`src/rtl/mctx_lut_array.sv`:
```
module mctx_lut_array #(
  parameter int N_CELLS = 4,
  parameter int N_CTX   = 4,
  parameter int LUT_K   = 4,
  parameter bit OUT_REG = 1'b1,
  localparam int TBL_W  = 1 << LUT_K,
  localparam int CTX_W  = (N_CTX > 1) ? $clog2(N_CTX) : 1,
  localparam int CELL_W = (N_CELLS > 1) ? $clog2(N_CELLS) : 1
) (
  input  logic                       clk,
  input  logic                       rst_n,
  input  logic [CTX_W-1:0]           ctx_sel,
  input  logic [N_CELLS*LUT_K-1:0]   lut_in,
  output logic [N_CELLS-1:0]         lut_out,
  input  logic                       cfg_we,
  input  logic [CELL_W-1:0]          cfg_cell,
  input  logic [CTX_W-1:0]           cfg_ctx,
  input  logic [TBL_W-1:0]           cfg_table,
  output logic                       cfg_ack,
  output logic                       cfg_err
);
  localparam logic [CELL_W:0] CELL_LIM = N_CELLS[CELL_W:0];
  localparam logic [CTX_W:0]  CTX_LIM  = N_CTX[CTX_W:0];

  logic [CTX_W-1:0] act_ctx;
  logic [TBL_W-1:0] tbl [N_CELLS][N_CTX];
  logic [N_CELLS-1:0] raw_out;

  wire in_range = ({1'b0, cfg_cell} < CELL_LIM) && ({1'b0, cfg_ctx} < CTX_LIM);
  wire wr_ok    = cfg_we && in_range && (cfg_ctx != act_ctx);
  wire wr_bad   = cfg_we && !wr_ok;
  wire sel_ok   = {1'b0, ctx_sel} < CTX_LIM;

  always_ff @(posedge clk) begin
    if (!rst_n) begin
      act_ctx <= '0;
      cfg_ack <= 1'b0;
      cfg_err <= 1'b0;
      for (int c = 0; c < N_CELLS; c++)
        for (int k = 0; k < N_CTX; k++)
          tbl[c][k] <= '0;
    end else begin
      if (sel_ok) act_ctx <= ctx_sel;
      cfg_ack <= wr_ok;
      cfg_err <= wr_bad;
      if (wr_ok) tbl[cfg_cell][cfg_ctx] <= cfg_table;
    end
  end

  for (genvar g = 0; g < N_CELLS; g++) begin : g_cell
    wire [TBL_W-1:0] live = tbl[g][act_ctx];
    assign raw_out[g] = live[lut_in[g*LUT_K +: LUT_K]];
  end

  if (OUT_REG) begin : g_oreg
    always_ff @(posedge clk) begin
      if (!rst_n) lut_out <= '0;
      else        lut_out <= raw_out;
    end
  end else begin : g_comb
    assign lut_out = raw_out;
  end
endmodule


```
`config.mk`:
```
export PLATFORM = sky130hd
export DESIGN_NAME = mctx_lut_array
export DESIGN_NICKNAME = d
export VERILOG_FILES = /design/src/rtl/mctx_lut_array.sv
export SDC_FILE = /design/constraint.sdc
export NUM_CORES = 1
export LEC_CHECK = 0
export ABC_AREA = 1
export BUFFER_PORTS_ARGS = -buffer_cell sky130_fd_sc_hd__buf_2
export CAP_MARGIN = 20
export CORE_ASPECT_RATIO = 1.75
export CORE_MARGIN = 4
export CORE_UTILIZATION = 50
export DETAILED_ROUTE_END_ITERATION = 6
export PLACE_DENSITY = 0.63
export RECOVER_POWER = 100
export SYNTH_ARGS = -nofsm -noshare
export SYNTH_HDL_FRONTEND = slang
export SYNTH_SLANG_ARGS = --single-unit
```
`constraint.sdc`:
```
create_clock -name clk -period 4.15 [get_ports clk]
set_input_delay 1.0375 -clock clk [delete_from_list [all_inputs] [get_ports clk]]
set_output_delay 1.0375 -clock clk [all_outputs]
set_load 0.01 [all_outputs]
```
# ---- Word level (Yosys, flattened, before mapping)
# Memory sizes are Yosys's and may differ from the RTL's.
# Cells that the tools add are included.
# Widths: inputs -> output; s select.
dict set report op_classes {
  magnitude_cmp 7
  n_eq_ne 1
  muxes 29
  n_bitwise 2
  n_reduce_logical 5
}
# cell n
set op_table {}
lappend op_table {{$mux 64} 3}
lappend op_table {{$mux 16} 9}
lappend op_table {{$bmux 16 s2} 4}
lappend op_table {{$reduce_or 64->1} 1}
lappend op_table {{$demux 16 s2} 1}
lappend op_table {{$lt 4x5->1 const B} 4}
lappend op_table {{$bmux 1 s4} 4}
lappend op_table {{$mux 1} 7}
lappend op_table {{$ge 3x3->1 const B} 2}
lappend op_table {{$not 2->3} 2}
lappend op_table {{$logic_and 1x1->1} 3}
lappend op_table {{$lt 3x1->1 const B} 1}
lappend op_table {{$mux 2} 1}
lappend op_table {{$ne 2x2->1} 1}
lappend op_table {{$logic_not 1->1} 1}
dict set report word_totals {
  ff_bits 8
  ram_bits 256
  input_bits 41
  output_inout_bits 6
  wordCells 49
  mem_count 1
}
# name depth word_bits rd rd_clocked_by_memory_dff wr line_no
set mem_list {}
lappend mem_list {tbl 4 64 4 0 4 26} ;# logic [TBL_W-1:0] tbl [N_CELLS][N_CTX];

# ---- Logic depth before layout (Yosys ltp)
# Gate-level depths: netlist of run 1.
dict set report logic_depth {
  depth_word 8
  mapped_depth 11
  mapped_depth_nobuf 9
}

# ---- Worst setup path before layout of run 1
# No wires, ideal clock.
dict set report synth_timing {
  kind {input-to-reg}
  startpoint {in cfg_ctx[0]}
  endpoint {mem tbl[0][0] in the netlist's numbering (enable)}
  setup_ns 0.372
  arrival_ns 2.406
  required_ns 3.778
  path_slack_ns 1.372
  stages 8
  path_buffers 1
  path_cell_list {inv_1 nand2_1 nand4_1 nand3_2 nor3_2 nand2_2 buf_6 nand2_1}
}
# element line_no
set synth_rtl {}
lappend synth_rtl {{from (decl)} 17} ;# input logic [CTX_W-1:0] cfg_ctx,
lappend synth_rtl {{to (decl)} 26}

==> report_table.html, run 1 <==
<table>
<tr><th>Metric</th><th>Value</th></tr>
<tr><th colspan="2">STA</th></tr>
<tr><td>Worst slew margin</td><td>0.0573</td></tr>
<tr><td>Minimum period implied by the final worst setup slack</td><td>3.41 ns</td></tr>
<tr><td>Fraction of the cycle the final worst path needs</td><td>0.822</td></tr>
<tr><td>Setup repair after global routing missed its margin</td><td>false</td></tr>
<tr><td>Setup ws final</td><td>0.740 ns</td></tr>
<tr><td>Achievable frequency</td><td>0.293 GHz</td></tr>
<tr><td>Slew at the pin closest to its max-slew limit</td><td>1.41 ns</td></tr>
<tr><td>Final number of setup-violating endpoints</td><td>0</td></tr>
<tr><td>Number of hold violations in the final report</td><td>0</td></tr>
<tr><td>Sum of negative setup slack</td><td>0 ns</td></tr>
<tr><td>Max-slew violation count</td><td>0</td></tr>
<tr><td>Layout Skew</td><td>0.0117 ns</td></tr>
<tr><th colspan="2">Clocking</th></tr>
<tr><td>Number of H-tree levels</td><td>1</td></tr>
<tr><td># Post-CTS Setup Buffers</td><td>0</td></tr>
<tr><td>Clock tree from TritonCTS</td><td>built</td></tr>
<tr><td>Count of cells resized by post-cts repair</td><td>0</td></tr>
<tr><td>Clock Latency Late Sink</td><td>0.53 ns</td></tr>
<tr><td>CTS Sinks</td><td>264</td></tr>
<tr><td>Number of CTS-inserted buffers</td><td>24</td></tr>
<tr><td>Clk buf depth</td><td>3</td></tr>
<tr><td>Clock Pin Slew Worst Setup and Hold Paths</td><td>0.07 ns</td></tr>
<tr><td>Clk root buf</td><td>sky130_fd_sc_hd__clkbuf_16</td></tr>
<tr><td>Hold buffers post-CTS</td><td>0</td></tr>
<tr><th colspan="2">GRT</th></tr>
<tr><td>Number of global-route vias before repair</td><td>8499</td></tr>
<tr><td>Final global-route overflow total</td><td>0</td></tr>
<tr><td>GRT Overall Usage</td><td>0.243</td></tr>
<tr><td>Maximum number of pins on one net before global-route repair</td><td>102</td></tr>
<tr><td>Initial antenna violation count</td><td>1</td></tr>
<tr><td>First-pass GRT wire length</td><td>48.5 mm</td></tr>
<tr><th colspan="2">Power and ir drop</th></tr>
<tr><td>Switching share of power</td><td>0.233</td></tr>
<tr><td>Relative contribution of combinational cells to total power</td><td>0.075</td></tr>
<tr><td>Worst vdd ir</td><td>380 uV</td></tr>
<tr><td>Power Dens Cells</td><td>434 nW/um^2</td></tr>
<tr><td>Sequential power share</td><td>0.532</td></tr>
<tr><td>Power dissipated by switching net loads</td><td>1.32 mW</td></tr>
<tr><td>Leakage power</td><td>5.42 nW</td></tr>
<tr><td>Internal power</td><td>4.36 mW</td></tr>
<tr><td>Final Power</td><td>5.68 mW</td></tr>
<tr><td>Clock network power share</td><td>0.393</td></tr>
<tr><th colspan="2">Setup path</th></tr>
<tr><td>Stage delay of the slowest cell on the critical path</td><td>0.69 ns</td></tr>
<tr><td>Critical path data arrival time</td><td>3.59 ns</td></tr>
<tr><td>Type of origin of the critical path</td><td>register</td></tr>
<tr><td>Most Frequent Cell on Critical Path</td><td>sky130_fd_sc_hd__nand2_1</td></tr>
<tr><td>Cell-by-cell trace of the critical path</td><td>inv_4 -&gt; nand2_1 -&gt; nand4_1 -&gt; nand3_2 -&gt; nor3_1 -&gt; clkbuf_1 -&gt; nand2_2 -&gt; buf_4 -&gt; nand2_1 -&gt; clkbuf_2</td></tr>
<tr><td>CP top delay family</td><td>buffers and inverters</td></tr>
<tr><td>Count of buffer and inverter cells on the critical path</td><td>4</td></tr>
<tr><td>Worst Setup Path Type</td><td>reg2reg</td></tr>
<tr><td>Slowest CP cell</td><td>sky130_fd_sc_hd__dfxtp_1</td></tr>
<tr><td>Sort of element at the end of the critical path</td><td>register</td></tr>
<tr><td>Top fanout value on the critical path</td><td>50</td></tr>
<tr><td>Required time of the critical path</td><td>4.33 ns</td></tr>
<tr><th colspan="2">Routing</th></tr>
<tr><td>Routed WL per cell</td><td>20.6 um</td></tr>
<tr><td>Remaining antenna violation count</td><td>0</td></tr>
<tr><td># DRC</td><td>0</td></tr>
<tr><td>Detailed Route WL</td><td>32.5 mm</td></tr>
<tr><td>Detailed Route Iter0 Violations</td><td>856</td></tr>
<tr><td>Iteration count of the initial detailed-routing pass</td><td>5</td></tr>
<tr><td>Via count</td><td>8646</td></tr>
<tr><td>Via count normalized by instance count</td><td>5.48</td></tr>
<tr><th colspan="2">Yosys</th></tr>
<tr><td>Dominant cell type by area after synthesis</td><td>sky130_fd_sc_hd__edfxtp_1</td></tr>
<tr><td>Yosys Warn Count</td><td>0</td></tr>
<tr><td>Synth top area cells</td><td>sky130_fd_sc_hd__edfxtp_1, sky130_fd_sc_hd__nand2_1, sky130_fd_sc_hd__nand3_1, sky130_fd_sc_hd__nor2_1, sky130_fd_sc_hd__buf_6</td></tr>
<tr><td>Total nets after synthesis</td><td>1273</td></tr>
<tr><td>Fraction of synthesized cell area taken by the top area cell type</td><td>0.641</td></tr>
<tr><td>Sequential element share of the synthesized area</td><td>0.654</td></tr>
<tr><td>Gate count of the mapped netlist</td><td>1232</td></tr>
<tr><td>Synthesis-stage register bit count</td><td>264</td></tr>
<tr><td>Netlist area before placement</td><td>12000 um^2</td></tr>
<tr><td>Number of distinct library cells after synthesis</td><td>17</td></tr>
<tr><td>Average cell area after synthesis</td><td>9.73 um^2</td></tr>
<tr><th colspan="2">Status</th></tr>
<tr><td>Run status</td><td>complete, no violations</td></tr>
<tr><th colspan="2">Cells and area</th></tr>
<tr><td>Share of cells above drive strength 1</td><td>0.0919</td></tr>
<tr><td>Most common cell after layout, fill and taps aside</td><td>sky130_fd_sc_hd__nand2_1</td></tr>
<tr><td>Design area</td><td>13100 um^2</td></tr>
<tr><td>Commonest cells after routing, fill and taps aside</td><td>sky130_fd_sc_hd__nand2_1, sky130_fd_sc_hd__nor2_1, sky130_fd_sc_hd__edfxtp_1</td></tr>
<tr><td>Antenna diodes</td><td>0</td></tr>
<tr><td>Area Overhead vs Synth</td><td>9.31%</td></tr>
<tr><td>Nets</td><td>1296</td></tr>
<tr><th colspan="2">Run</th></tr>
<tr><td>Max-cap violation count</td><td>0</td></tr>
<tr><th colspan="2">Die</th></tr>
<tr><td>Boundary Pins</td><td>47</td></tr>
<tr><td>Horizontal die dimension</td><td>125 um</td></tr>
<tr><td>Total die area</td><td>26600 um^2</td></tr>
<tr><td>Placeable core area</td><td>23500 um^2</td></tr>
<tr><td>Starting density of the core</td><td>0.510</td></tr>
<tr><td>Count of standard-cell rows</td><td>74</td></tr>
<tr><td>Height of the die</td><td>213 um</td></tr>
<tr><th colspan="2">Worst hold path</th></tr>
<tr><td>Class of the tightest hold or removal check</td><td>reg2reg</td></tr>
<tr><th colspan="2">Place</th></tr>
<tr><td>PortBufs</td><td>46</td></tr>
<tr><td>Dpl hpwl</td><td>20.6 mm</td></tr>
<tr><td>Area after detailed placement</td><td>12400 um^2</td></tr>
<tr><td>Routability congestion estimate from global placement</td><td>0.864</td></tr>
<tr><td>Setup slack after placement</td><td>0.853 ns</td></tr>
</table>
## final cells by class
cell class	count	area [um^2]
Inverter	42	160
Multi-Input combinational cell	846	3510
Clock inverter	15	133
Timing Repair Buffer	77	412
Fill cell	2160	10400
Tap cell	304	380
Sequential cell	264	7850
Clock buffer	29	661
## sequential cells by signal, indices dropped and copies added, names as in the netlist
name	count
lut_out	4
cfg_ack	1
act_ctx	2
cfg_err	1
tbl	256
## routing by layer
metal / routed length [um] / track usage / share of wire
met5: 0 / 0 / 0
met4: 1680 / 0.127 / 0.052
met3: 1800 / 0.0215 / 0.055
met2: 17100 / 0.450 / 0.53
met1: 11800 / 0.279 / 0.36
## synth_stat cells
cell and n:
sky130_fd_sc_hd__nand3_2 1, sky130_fd_sc_hd__nand3b_1 1, sky130_fd_sc_hd__nor3_2 4, sky130_fd_sc_hd__nor2_1 260, sky130_fd_sc_hd__a21oi_1 4, sky130_fd_sc_hd__clkbuf_1 24
sky130_fd_sc_hd__inv_1 41, sky130_fd_sc_hd__buf_6 16, sky130_fd_sc_hd__buf_2 30, sky130_fd_sc_hd__buf_1 10, sky130_fd_sc_hd__nand2_1 344, sky130_fd_sc_hd__nand2_2 16
sky130_fd_sc_hd__nand3_1 215, sky130_fd_sc_hd__edfxtp_1 256, sky130_fd_sc_hd__nand4_1 1, sky130_fd_sc_hd__inv_2 1, sky130_fd_sc_hd__dfxtp_1 8
## power groups by stage
| stage | registers (mW) | logic [mW] | clock network (mW) |
|---|---|---|---|
| 2_1_floorplan | 3.07 | 0.272 | 0 |
| 3_3_place_gp | 3.08 | 0.428 | 0 |
| 3_5_place_dp | 3.08 | 0.433 | 0 |
| 4_1_cts | 3.03 | 0.434 | 2.25 |
| 5_1_grt | 3.03 | 0.467 | 2.35 |
| 6_report | 3.03 | 0.425 | 2.23 |
## final timing paths
check	from	to	slack, ns	cells after the start
worst max register to register	act_ctx[0]$_SDFF_PN0_	tbl[0][53]$_SDFFCE_PN0P_	0.74	10
worst min-delay path	act_ctx[1]$_SDFF_PN0_	cfg_err$_SDFF_PN0_	0.61	4
worst min register to register	act_ctx[1]$_SDFF_PN0_	cfg_err$_SDFF_PN0_	0.61	4
worst max-delay path	act_ctx[0]$_SDFF_PN0_	tbl[0][53]$_SDFFCE_PN0P_	0.74	10
## logic make-up (layout without fill, tap and decap cells)
kind of cell | Yosys count | after routing | share of synthesized area
AO/OA/AOI/OAI | 4 | 4 | 0.00167
buffers and inverters | 122 | 163 | 0.0513
flip-flops | 264 | 264 | 0.654
AND/OR/NAND/NOR | 842 | 842 | 0.292
## tightest hold or removal path: cells and delay by family, from the launching register on
kind,cells,cell delay [ns]
buffers and inverters,1,0.05
and+or+nand+nor,3,0.19
DFF,1,0.34
## per-stage QoR
step	hold WS, ns	util	std cells
after floorplan	0.558	-	1232
after global placement	0.618	0.527	1533
after detailed placement	0.605	0.527	1533
after CTS	0.612	0.560	1577
after global routing	0.645	0.557	1577
final	0.606	0.557	1577
(Power assumes the default switching activity.)
==> run 2, diff against run 1 <==
--- a/config.mk
+++ b/config.mk
@@ -5,7 +5,7 @@
 export SDC_FILE = /design/constraint.sdc
 export NUM_CORES = 1
 export LEC_CHECK = 0
-export ABC_AREA = 1
+export ABC_AREA = 0
 export BUFFER_PORTS_ARGS = -buffer_cell sky130_fd_sc_hd__buf_2
 export CAP_MARGIN = 20
 export CORE_ASPECT_RATIO = 1.75
==> constraint.sdc (replaced) <==
create_clock -name clk -period 3.3 [get_ports clk]
set_input_delay 0.825 -clock clk [delete_from_list [all_inputs] [get_ports clk]]
set_output_delay 0.825 -clock clk [all_outputs]
set_load 0.01 [all_outputs]
==> run 2 against run 1 <==
Against the previous run:
- flip-flop and latch count did not move
- via count fell by 24%
- largest cell class unchanged
- clock-buffer cell count fell by 1
- worst setup slack got worse by 0.25 ns
- global-route usage fell by 3.2 points
- fmax rose by 22%
==> report_table.html, run 2 <==
<table>
<tr><th>Metric</th><th>Value</th></tr>
<tr><th colspan="2">Status</th></tr>
<tr><td>Run status</td><td>complete, no violations</td></tr>
<tr><th colspan="2">Place</th></tr>
<tr><td>Routability congestion estimate from global placement</td><td>0.773 (-11%)</td></tr>
<tr><td>Setup slack after placement</td><td>0.242 ns (-0.611 ns)</td></tr>
<tr><td>Cell count after placement</td><td>1110 (-28%)</td></tr>
<tr><td>Dpl hpwl</td><td>17.6 mm (-15%)</td></tr>
<tr><td>PortBufs</td><td>46 (unchanged)</td></tr>
<tr><th colspan="2">GRT</th></tr>
<tr><td>First-pass GRT wire length</td><td>43.2 mm (-11%)</td></tr>
<tr><td>Initial antenna violation count</td><td>0 (-1)</td></tr>
<tr><td>Number of global-route vias before repair</td><td>7355 (-13%)</td></tr>
<tr><td>Maximum number of pins on one net before global-route repair</td><td>40 (-61%)</td></tr>
<tr><td>Final global-route overflow total</td><td>0 (unchanged)</td></tr>
<tr><td>GRT Overall Usage</td><td>0.211 (-0.0320)</td></tr>
<tr><th colspan="2">Power and ir drop</th></tr>
<tr><td>Clock network power share</td><td>0.406 (+0.013)</td></tr>
<tr><td>Sequential power share</td><td>0.530 (-0.002)</td></tr>
<tr><td>Internal power</td><td>5.63 mW (+29%)</td></tr>
<tr><td>Power Dens Cells</td><td>536 nW/um^2 (+23%)</td></tr>
<tr><td>Power dissipated by switching net loads</td><td>1.55 mW (+17%)</td></tr>
<tr><td>Worst vdd ir</td><td>334 uV (-12%)</td></tr>
<tr><td>Switching share of power</td><td>0.216 (-0.0171)</td></tr>
<tr><td>Relative contribution of combinational cells to total power</td><td>0.064 (-0.011)</td></tr>
<tr><td>Leakage power</td><td>4.80 nW (-11%)</td></tr>
<tr><th colspan="2">Run</th></tr>
<tr><td>Max-cap violation count</td><td>0 (unchanged)</td></tr>
<tr><th colspan="2">Die</th></tr>
<tr><td>Total die area</td><td>27000 um^2 (+1.4%)</td></tr>
<tr><td>Boundary Pins</td><td>47 (unchanged)</td></tr>
<tr><td>Starting density of the core</td><td>0.507 (-0.00328)</td></tr>
<tr><td>Horizontal die dimension</td><td>126 um (+0.70%)</td></tr>
<tr><td>Height of the die</td><td>214 um (+0.72%)</td></tr>
<tr><td>Count of standard-cell rows</td><td>75 (+1.4%)</td></tr>
<tr><td>Placeable core area</td><td>24000 um^2 (+2.1%)</td></tr>
<tr><th colspan="2">Cells and area</th></tr>
<tr><td>Register containing the most flip-flops in the final layout</td><td>tbl</td></tr>
<tr><td>Footprint of the multi-input gates</td><td>3950 um^2 (+13%)</td></tr>
<tr><td>Most common cell after layout, fill and taps aside</td><td>sky130_fd_sc_hd__edfxtp_1</td></tr>
<tr><td>Commonest cells after routing, fill and taps aside</td><td>sky130_fd_sc_hd__edfxtp_1, sky130_fd_sc_hd__and2_0, sky130_fd_sc_hd__and2_1</td></tr>
<tr><td>Nets</td><td>873 (-33%)</td></tr>
<tr><td>Final core occ</td><td>0.558 (+0.00109)</td></tr>
<tr><td>Final-layout fill cell count</td><td>2018 (-6.6%)</td></tr>
<tr><td>Number of standard cells in the layout, taps in and fillers out</td><td>1158 (-27%)</td></tr>
<tr><td>Area Overhead vs Synth</td><td>10.2%</td></tr>
<tr><td>FF/Latch Area</td><td>7860 um^2 (about the same)</td></tr>
<tr><td>Biggest registers after layout</td><td>tbl: 256 flops, lut_out: 4 flops, act_ctx: 2 flops</td></tr>
<tr><td>Max FFs per register</td><td>256 (unchanged)</td></tr>
<tr><td>Antenna diodes</td><td>0 (unchanged)</td></tr>
<tr><td>Share of cells above drive strength 1</td><td>0.179 (+0.0869)</td></tr>
<tr><th colspan="2">Clocking</th></tr>
<tr><td>Number of H-tree levels</td><td>1 (unchanged)</td></tr>
<tr><td>Clock Pin Slew Worst Setup and Hold Paths</td><td>0.07 ns (about the same)</td></tr>
<tr><td>Clk buf depth</td><td>3 (unchanged)</td></tr>
<tr><td>Clk root buf</td><td>sky130_fd_sc_hd__clkbuf_16</td></tr>
<tr><td># Post-CTS Setup Buffers</td><td>0 (unchanged)</td></tr>
<tr><td>Hold buffers post-CTS</td><td>0 (unchanged)</td></tr>
<tr><td>Clock tree from TritonCTS</td><td>built</td></tr>
<tr><td>CTS Sinks</td><td>264 (unchanged)</td></tr>
<tr><td>Count of cells resized by post-cts repair</td><td>0 (unchanged)</td></tr>
<tr><td>Clock Latency Late Sink</td><td>0.53 ns (about the same)</td></tr>
<tr><td>Number of CTS-inserted buffers</td><td>24 (unchanged)</td></tr>
<tr><th colspan="2">Yosys</th></tr>
<tr><td>Number of distinct library cells after synthesis</td><td>42 (+25)</td></tr>
<tr><td>Dominant cell type by area after synthesis</td><td>sky130_fd_sc_hd__edfxtp_1</td></tr>
<tr><td>Netlist area before placement</td><td>12200 um^2 (+1.5%)</td></tr>
<tr><td>Average cell area after synthesis</td><td>15.4 um^2 (+58%)</td></tr>
<tr><td>Synthesis-stage register bit count</td><td>264 (unchanged)</td></tr>
<tr><td>Asr flop ratio synth</td><td>0 (unchanged)</td></tr>
<tr><td>Sequential element share of the synthesized area</td><td>0.645 (-0.00962)</td></tr>
<tr><td>Top post-synthesis cells by count</td><td>sky130_fd_sc_hd__and2_1, sky130_fd_sc_hd__edfxtp_1, sky130_fd_sc_hd__mux4_2</td></tr>
<tr><td>Yosys Warn Count</td><td>0 (unchanged)</td></tr>
<tr><td>Gate count of the mapped netlist</td><td>789 (-36%)</td></tr>
<tr><td>Synth top area cells</td><td>sky130_fd_sc_hd__edfxtp_1, sky130_fd_sc_hd__and2_1, sky130_fd_sc_hd__mux4_2, sky130_fd_sc_hd__mux2i_1, sky130_fd_sc_hd__dfxtp_1</td></tr>
<tr><td>Post-synth EDFFs</td><td>256 (unchanged)</td></tr>
<tr><td>Total nets after synthesis</td><td>830 (-35%)</td></tr>
<tr><td>Synth Flop Type</td><td>sky130_fd_sc_hd__edfxtp_1</td></tr>
<tr><td>Leading cell type by number of instances after synthesis</td><td>sky130_fd_sc_hd__and2_1</td></tr>
<tr><td>Fraction of synthesized cell area taken by the top area cell type</td><td>0.632 (-0.00943)</td></tr>
<tr><th colspan="2">Setup path</th></tr>
<tr><td>Required time of the critical path</td><td>3.69 ns (-0.64 ns)</td></tr>
<tr><td>Slowest CP cell</td><td>sky130_fd_sc_hd__nor2_1</td></tr>
<tr><td>Worst r2r dst</td><td>tbl[1][50]$_SDFFCE_PN0P_</td></tr>
<tr><td>CP top delay family</td><td>simple AND/OR/NAND/NOR gates</td></tr>
<tr><td>Cell-by-cell trace of the critical path</td><td>xnor2_1 -&gt; a21oi_1 -&gt; or3b_1 -&gt; nor2_1 -&gt; and2_1</td></tr>
<tr><td>Beginning of the worst register-to-register path</td><td>act_ctx[0]$_SDFF_PN0_</td></tr>
<tr><td>Top fanout value on the critical path</td><td>16 (-68%)</td></tr>
<tr><td>Stage delay of the slowest cell on the critical path</td><td>0.90 ns (+0.21 ns)</td></tr>
<tr><td>Critical path data arrival time</td><td>3.20 ns (-0.39 ns)</td></tr>
<tr><td>Count of buffer and inverter cells on the critical path</td><td>0 (-4)</td></tr>
<tr><td>Worst Setup Path Type</td><td>reg2reg</td></tr>
<tr><td>Type of origin of the critical path</td><td>register</td></tr>
<tr><td>Sort of element at the end of the critical path</td><td>register</td></tr>
<tr><td>Cells on worst reg2reg path</td><td>5 (-5)</td></tr>
<tr><td>Setup slack of the worst register-to-register path</td><td>0.49 ns (-0.25 ns)</td></tr>
<tr><th colspan="2">STA</th></tr>
<tr><td>Fraction of the cycle the final worst path needs</td><td>0.850 (+0.0284)</td></tr>
<tr><td>Minimum period implied by the final worst setup slack</td><td>2.81 ns (-0.605 ns)</td></tr>
<tr><td>Worst slew margin</td><td>0.0405 (-0.0167)</td></tr>
<tr><td>Max-slew violation count</td><td>0 (unchanged)</td></tr>
<tr><td>Number of hold violations in the final report</td><td>0 (unchanged)</td></tr>
<tr><td>Final number of setup-violating endpoints</td><td>0 (unchanged)</td></tr>
<tr><td>Achievable frequency</td><td>0.356 GHz (+22%)</td></tr>
<tr><td>Setup ws final</td><td>0.495 ns (-0.245 ns)</td></tr>
<tr><td>Setup repair after global routing missed its margin</td><td>false</td></tr>
<tr><td>Sum of negative setup slack</td><td>0 ns (unchanged)</td></tr>
<tr><td>Slew at the pin closest to its max-slew limit</td><td>1.44 ns (+0.0251 ns)</td></tr>
<tr><td>Tightest hold margin</td><td>0.502 ns (-0.104 ns)</td></tr>
<tr><td>Layout Skew</td><td>0.0117 ns (-0.0000234 ns)</td></tr>
<tr><th colspan="2">Worst hold path</th></tr>
<tr><td>Worst Hold Endpoint</td><td>act_ctx[0]$_SDFF_PN0_</td></tr>
<tr><td>Number of instances on the worst hold path</td><td>2 (-2)</td></tr>
<tr><td>Min-Delay Startpoint</td><td>ctx_sel[0]</td></tr>
<tr><td>Class of the tightest hold or removal check</td><td>in2reg</td></tr>
<tr><th colspan="2">Routing</th></tr>
<tr><td>Iteration count of the initial detailed-routing pass</td><td>5 (unchanged)</td></tr>
<tr><td>Via count</td><td>6613 (-24%)</td></tr>
<tr><td>Detailed Route Iter0 Violations</td><td>623 (-27%)</td></tr>
<tr><td>Remaining antenna violation count</td><td>0 (unchanged)</td></tr>
<tr><td>Detailed Route WL</td><td>28.1 mm (-13%)</td></tr>
<tr><td>Via count normalized by instance count</td><td>5.71 (+4.2%)</td></tr>
<tr><td># DRC</td><td>0 (unchanged)</td></tr>
<tr><td>Routed WL per cell</td><td>24.3 um (+18%)</td></tr>
</table>
[run 2: cell types whose count changed in the layout (fill, tap and decap cells not counted), sizes merged, moves of 16 or more]
cell / delta
nand3: -206
mux2i: +17
nor2: -238
o21ai: +16
mux4: +63
nand2: -347
and2: +259
inv: -41
[run 2: cell type report]
class                   instances  share of cell area
clock buffers                  28              0.0475
clock inverters                16              0.0131
flip-flops and latches        264               0.586
inverters                       2            0.000560
well taps                     308              0.0287
multi-input cells             464               0.295
repair buffers                 76              0.0298
[run 2: cells by family after synthesis]
logic type,share of synthesized area
AO/OA/AOI/OAI,0.0202
AND/OR/NAND/NOR,0.172
XOR/XNOR,0.00144
flip-flops,0.645
buffers and inverters,0.0271
multiplexers,0.134
[run 2: worst max path at each step]
stage | end | cells past startpoint | slack (ns) | start
finish | tbl[1][50]$_SDFFCE_PN0P_ | 5 | 0.49 | act_ctx[0]$_SDFF_PN0_
global route | tbl[3][19]$_SDFFCE_PN0P_ | 5 | 0.30 | act_ctx[0]$_SDFF_PN0_
CTS | tbl[2][46]$_SDFFCE_PN0P_ | 5 | 0.60 | act_ctx[0]$_SDFF_PN0_
detailed placement | tbl[2][45]$_SDFFCE_PN0P_ | 6 | 0.24 | cfg_ctx[0]
global placement | tbl[2][10]$_SDFFCE_PN0P_ | 6 | 0.32 | cfg_ctx[0]
floorplan | tbl[1][48]$_SDFFCE_PN0P_ | 5 | -0.0008 | cfg_ctx[0]
[run 2: power groups by stage]
stage	clock network (mW)	registers, mW	logic [mW]
floorplan	0	3.87	0.299
global placement	0	3.87	0.470
detailed placement	0	3.88	0.478
CTS	2.96	3.81	0.479
global route	3.10	3.82	0.495
finish	2.91	3.81	0.461
[run 2: layer usage]
layer,wire (um),track usage,vias up
li1,-,-,2993
met1,10800,0.256,3427
met2,15500,0.386,145
met3,953,0.0242,48
met4,829,0.0741,0
met5,0,0,-
[run 2: per-stage QoR]
| stage | area, um^2 | power (mW) |
|---|---|---|
| CTS | 13500 | 7.25 |
| finish | 13400 | 7.18 |
| floorplan | 12200 | 4.16 |
| global route | 13400 | 7.41 |
| detailed placement | 12700 | 4.36 |
| global placement | 12700 | 4.34 |
==> run 3, diff against run 2 <==
--- a/config.mk
+++ b/config.mk
@@ -10,9 +10,10 @@
 export CAP_MARGIN = 20
 export CORE_ASPECT_RATIO = 1.75
 export CORE_MARGIN = 4
-export CORE_UTILIZATION = 50
+export CORE_UTILIZATION = 45
+export CTS_BUF_LIST = sky130_fd_sc_hd__clkbuf_8
 export DETAILED_ROUTE_END_ITERATION = 6
-export PLACE_DENSITY = 0.63
+export PLACE_DENSITY = 0.57
 export RECOVER_POWER = 100
 export SYNTH_ARGS = -nofsm -noshare
 export SYNTH_HDL_FRONTEND = slang
==> run 3 against run 2 <==
Against the previous run:
- global-route usage fell by 1.1 points
- worst setup slack got worse by 0.11 ns
- die area rose by 11%
- clock-buffer cell count rose by 13
- clock power fell by 13%
- non-clock buffer count rose by 2
- cell count rose by 3.7%
==> report_table.html, run 3 (synthesis gave the netlist of run 2 again) <==
<table>
<tr><th>Metric</th><th>Value</th></tr>
<tr><th colspan="2">Status</th></tr>
<tr><td>Run status</td><td>complete, no violations</td></tr>
<tr><th colspan="2">Cells and area</th></tr>
<tr><td>Nets</td><td>890 (+1.9%)</td></tr>
<tr><td>Final-layout fill cell count</td><td>2267 (+12%)</td></tr>
<tr><td>Number of standard cells in the layout, taps in and fillers out</td><td>1201 (+3.7%)</td></tr>
<tr><td>Final core occ</td><td>0.502 (-0.0562)</td></tr>
<tr><td>Register containing the most flip-flops in the final layout</td><td>tbl</td></tr>
<tr><td>Antenna diodes</td><td>0 (unchanged)</td></tr>
<tr><td>Most common cell after layout, fill and taps aside</td><td>sky130_fd_sc_hd__edfxtp_1</td></tr>
<tr><td>FF/Latch Area</td><td>7850 um^2 (about the same)</td></tr>
<tr><td>Area Overhead vs Synth</td><td>9.72%</td></tr>
<tr><td>Share of cells above drive strength 1</td><td>0.190 (+0.0116)</td></tr>
<tr><td>Max FFs per register</td><td>256 (unchanged)</td></tr>
<tr><td>Commonest cells after routing, fill and taps aside</td><td>sky130_fd_sc_hd__edfxtp_1, sky130_fd_sc_hd__and2_0, sky130_fd_sc_hd__and2_1</td></tr>
<tr><td>Design area</td><td>13400 um^2 (-0.47%)</td></tr>
<tr><td>Biggest registers after layout</td><td>tbl: 256 flops, lut_out: 4 flops, act_ctx: 2 flops</td></tr>
<tr><td>Footprint of the multi-input gates</td><td>3970 um^2 (+0.32%)</td></tr>
<tr><th colspan="2">GRT</th></tr>
<tr><td>Initial antenna violation count</td><td>0 (unchanged)</td></tr>
<tr><td>Final global-route overflow total</td><td>0 (unchanged)</td></tr>
<tr><td>Maximum number of pins on one net before global-route repair</td><td>29 (-28%)</td></tr>
<tr><td>First-pass GRT wire length</td><td>44.7 mm (+3.3%)</td></tr>
<tr><td>GRT Overall Usage</td><td>0.200 (-0.0107)</td></tr>
<tr><td>Number of global-route vias before repair</td><td>7253 (-1.4%)</td></tr>
<tr><th colspan="2">Setup path</th></tr>
<tr><td>Last element of the critical path</td><td>tbl[2][24]$_SDFFCE_PN0P_</td></tr>
<tr><td>Sort of element at the end of the critical path</td><td>register</td></tr>
<tr><td>Beginning of the worst register-to-register path</td><td>act_ctx[1]$_SDFF_PN0_</td></tr>
<tr><td>Required time of the critical path</td><td>3.45 ns (-0.24 ns)</td></tr>
<tr><td>Top fanout value on the critical path</td><td>19 (+3)</td></tr>
<tr><td>Cells on worst reg2reg path</td><td>6 (+1)</td></tr>
<tr><td>Critical path data arrival time</td><td>3.07 ns (-0.13 ns)</td></tr>
<tr><td>Type of origin of the critical path</td><td>register</td></tr>
<tr><td>Setup slack of the worst register-to-register path</td><td>0.38 ns (-0.11 ns)</td></tr>
<tr><td>Worst setup path start</td><td>act_ctx[1]$_SDFF_PN0_</td></tr>
<tr><td>Worst r2r dst</td><td>tbl[2][24]$_SDFFCE_PN0P_</td></tr>
<tr><td>Worst Setup Path Type</td><td>reg2reg</td></tr>
<tr><th colspan="2">Run</th></tr>
<tr><td>Max-cap violation count</td><td>0 (unchanged)</td></tr>
<tr><th colspan="2">STA</th></tr>
<tr><td>Achievable frequency</td><td>0.343 GHz (-3.9%)</td></tr>
<tr><td>Final number of setup-violating endpoints</td><td>0 (unchanged)</td></tr>
<tr><td>Fraction of the cycle the final worst path needs</td><td>0.884 (+0.0340)</td></tr>
<tr><td>Layout Skew</td><td>0.00932 ns (-0.00236 ns)</td></tr>
<tr><td>Max-slew violation count</td><td>0 (unchanged)</td></tr>
<tr><td>Sum of negative setup slack</td><td>0 ns (unchanged)</td></tr>
<tr><td>Setup repair after global routing missed its margin</td><td>false</td></tr>
<tr><td>Setup ws final</td><td>0.382 ns (-0.112 ns)</td></tr>
<tr><td>Worst slew margin</td><td>0.0446 (+0.00408)</td></tr>
<tr><td>Number of hold violations in the final report</td><td>0 (unchanged)</td></tr>
<tr><td>Minimum period implied by the final worst setup slack</td><td>2.92 ns (+0.112 ns)</td></tr>
<tr><td>Slew at the pin closest to its max-slew limit</td><td>1.43 ns (-0.00612 ns)</td></tr>
<tr><th colspan="2">Die</th></tr>
<tr><td>Starting density of the core</td><td>0.458 (-0.0489)</td></tr>
<tr><td>Count of standard-cell rows</td><td>79 (+5.3%)</td></tr>
<tr><td>Placeable core area</td><td>26600 um^2 (+11%)</td></tr>
<tr><td>Total die area</td><td>29800 um^2 (+11%)</td></tr>
<tr><td>Height of the die</td><td>226 um (+5.2%)</td></tr>
<tr><td>Boundary Pins</td><td>47 (unchanged)</td></tr>
<tr><td>Horizontal die dimension</td><td>132 um (+5.1%)</td></tr>
<tr><th colspan="2">Place</th></tr>
<tr><td>Routability congestion estimate from global placement</td><td>0.777 (+0.47%)</td></tr>
<tr><td>Cell count after placement</td><td>1129 (+1.7%)</td></tr>
<tr><td>Setup slack after placement</td><td>0.250 ns (+0.00782 ns)</td></tr>
<tr><td>Area after detailed placement</td><td>12700 um^2 (+0.24%)</td></tr>
<tr><td>PortBufs</td><td>46 (unchanged)</td></tr>
<tr><td>Dpl hpwl</td><td>18.6 mm (+5.8%)</td></tr>
<tr><th colspan="2">Routing</th></tr>
<tr><td>Via count normalized by instance count</td><td>5.53 (-3.1%)</td></tr>
<tr><td>Via count</td><td>6644 (+0.47%)</td></tr>
<tr><td>Iteration count of the initial detailed-routing pass</td><td>4 (-1)</td></tr>
<tr><td>Detailed Route Iter0 Violations</td><td>453 (-27%)</td></tr>
<tr><td>Detailed Route WL</td><td>29.0 mm (+3.0%)</td></tr>
<tr><td>Routed WL per cell</td><td>24.1 um (-0.67%)</td></tr>
<tr><td>Remaining antenna violation count</td><td>0 (unchanged)</td></tr>
<tr><td># DRC</td><td>0 (unchanged)</td></tr>
<tr><th colspan="2">Clocking</th></tr>
<tr><td>Hold buffers post-CTS</td><td>0 (unchanged)</td></tr>
<tr><td>CTS Sinks</td><td>264 (unchanged)</td></tr>
<tr><td>Number of H-tree levels</td><td>2 (+1)</td></tr>
<tr><td>Clock tree from TritonCTS</td><td>built</td></tr>
<tr><td>Clock Pin Slew Worst Setup and Hold Paths</td><td>0.06 ns (about the same)</td></tr>
<tr><td>Clk root buf</td><td>sky130_fd_sc_hd__clkbuf_8</td></tr>
<tr><td>Clock Latency Late Sink</td><td>0.54 ns (about the same)</td></tr>
<tr><td>Count of cells resized by post-cts repair</td><td>0 (unchanged)</td></tr>
<tr><td>Number of CTS-inserted buffers</td><td>39 (+63%)</td></tr>
<tr><td># Post-CTS Setup Buffers</td><td>0 (unchanged)</td></tr>
<tr><td>Clk buf depth</td><td>3 (unchanged)</td></tr>
<tr><th colspan="2">Power and ir drop</th></tr>
<tr><td>Worst vdd ir</td><td>354 uV (+5.9%)</td></tr>
<tr><td>Power Dens Cells</td><td>509 nW/um^2 (-5.0%)</td></tr>
<tr><td>Leakage power</td><td>4.84 nW (+0.80%)</td></tr>
<tr><th colspan="2">Worst hold path</th></tr>
<tr><td>Class of the tightest hold or removal check</td><td>in2reg</td></tr>
</table>
[run 3: changes by cell type in the layout (fill, tap and decap cells not counted), moves of 3 or more]
cell | before | now
sky130_fd_sc_hd__clkbuf_8 | 0 | 41
sky130_fd_sc_hd__clkbuf_16 | 25 | 0
sky130_fd_sc_hd__and2_0 | 165 | 150
sky130_fd_sc_hd__and2_1 | 94 | 109
sky130_fd_sc_hd__inv_1 | 2 | 15
sky130_fd_sc_hd__clkbuf_2 | 6 | 12
sky130_fd_sc_hd__clkinv_1 | 4 | 10
sky130_fd_sc_hd__clkbuf_1 | 25 | 20
sky130_fd_sc_hd__clkinv_2 | 8 | 3
sky130_fd_sc_hd__nor2_1 | 22 | 19
[run 3: metal layers]
| layer | global-route usage | up-vias | wire length (um) |
|---|---|---|---|
| met5 | 0 | - | 0 |
| met4 | 0.0614 | 0 | 656 |
| met3 | 0.0299 | 45 | 1080 |
| met2 | 0.374 | 123 | 16100 |
| met1 | 0.239 | 3437 | 11200 |
| li1 | - | 3039 | - |
[run 3: critical path, cell delays in order (launching register included)]
cell and delay, ns:
sky130_fd_sc_hd__dfxtp_4 0.59, sky130_fd_sc_hd__xnor2_1 0.15, sky130_fd_sc_hd__a21oi_1 0.29, sky130_fd_sc_hd__nand3b_1 0.16, sky130_fd_sc_hd__clkbuf_1 0.25, sky130_fd_sc_hd__o21ai_1 0.17
sky130_fd_sc_hd__clkbuf_1 0.89
[run 3: metrics by stage]
step / hold slack [ns] / total power, mW
floorplan: 0.576 / 4.16
global placement: 0.677 / 4.35
CTS: 0.450 / 6.90
detailed placement: 0.666 / 4.37
global route: 0.468 / 7.07
finish: 0.488 / 6.79
[run 3: worst min path at each step]
| stage | startpoint | to | slack (ns) | cells past startpoint |
|---|---|---|---|---|
| floorplan | act_ctx[0]$_SDFF_PN0_ | cfg_err$_SDFF_PN0_ | 0.58 | 3 |
| global placement | act_ctx[0]$_SDFF_PN0_ | cfg_err$_SDFF_PN0_ | 0.68 | 3 |
| detailed placement | act_ctx[0]$_SDFF_PN0_ | cfg_err$_SDFF_PN0_ | 0.67 | 3 |
| CTS | ctx_sel[1] | act_ctx[1]$_SDFF_PN0_ | 0.45 | 2 |
| global route | ctx_sel[1] | act_ctx[1]$_SDFF_PN0_ | 0.47 | 2 |
| finish | ctx_sel[1] | act_ctx[1]$_SDFF_PN0_ | 0.49 | 2 |
[run 3: cell type report]
type / count / area share
Sequential cell: 264 / 0.588
Multi-Input combinational cell: 464 / 0.297
Clock buffer: 41 / 0.0423
Tap cell: 324 / 0.0304
Timing Repair Buffer: 78 / 0.0296
Clock inverter: 28 / 0.0121
Inverter: 2 / 0.000562
[run 3: power breakdown]
part           switching (mW)  internal, mW  leakage, nW
Sequential             0.0366          3.77         2.81
Clock                    1.22          1.30        0.420
Combinational           0.292         0.169         1.60
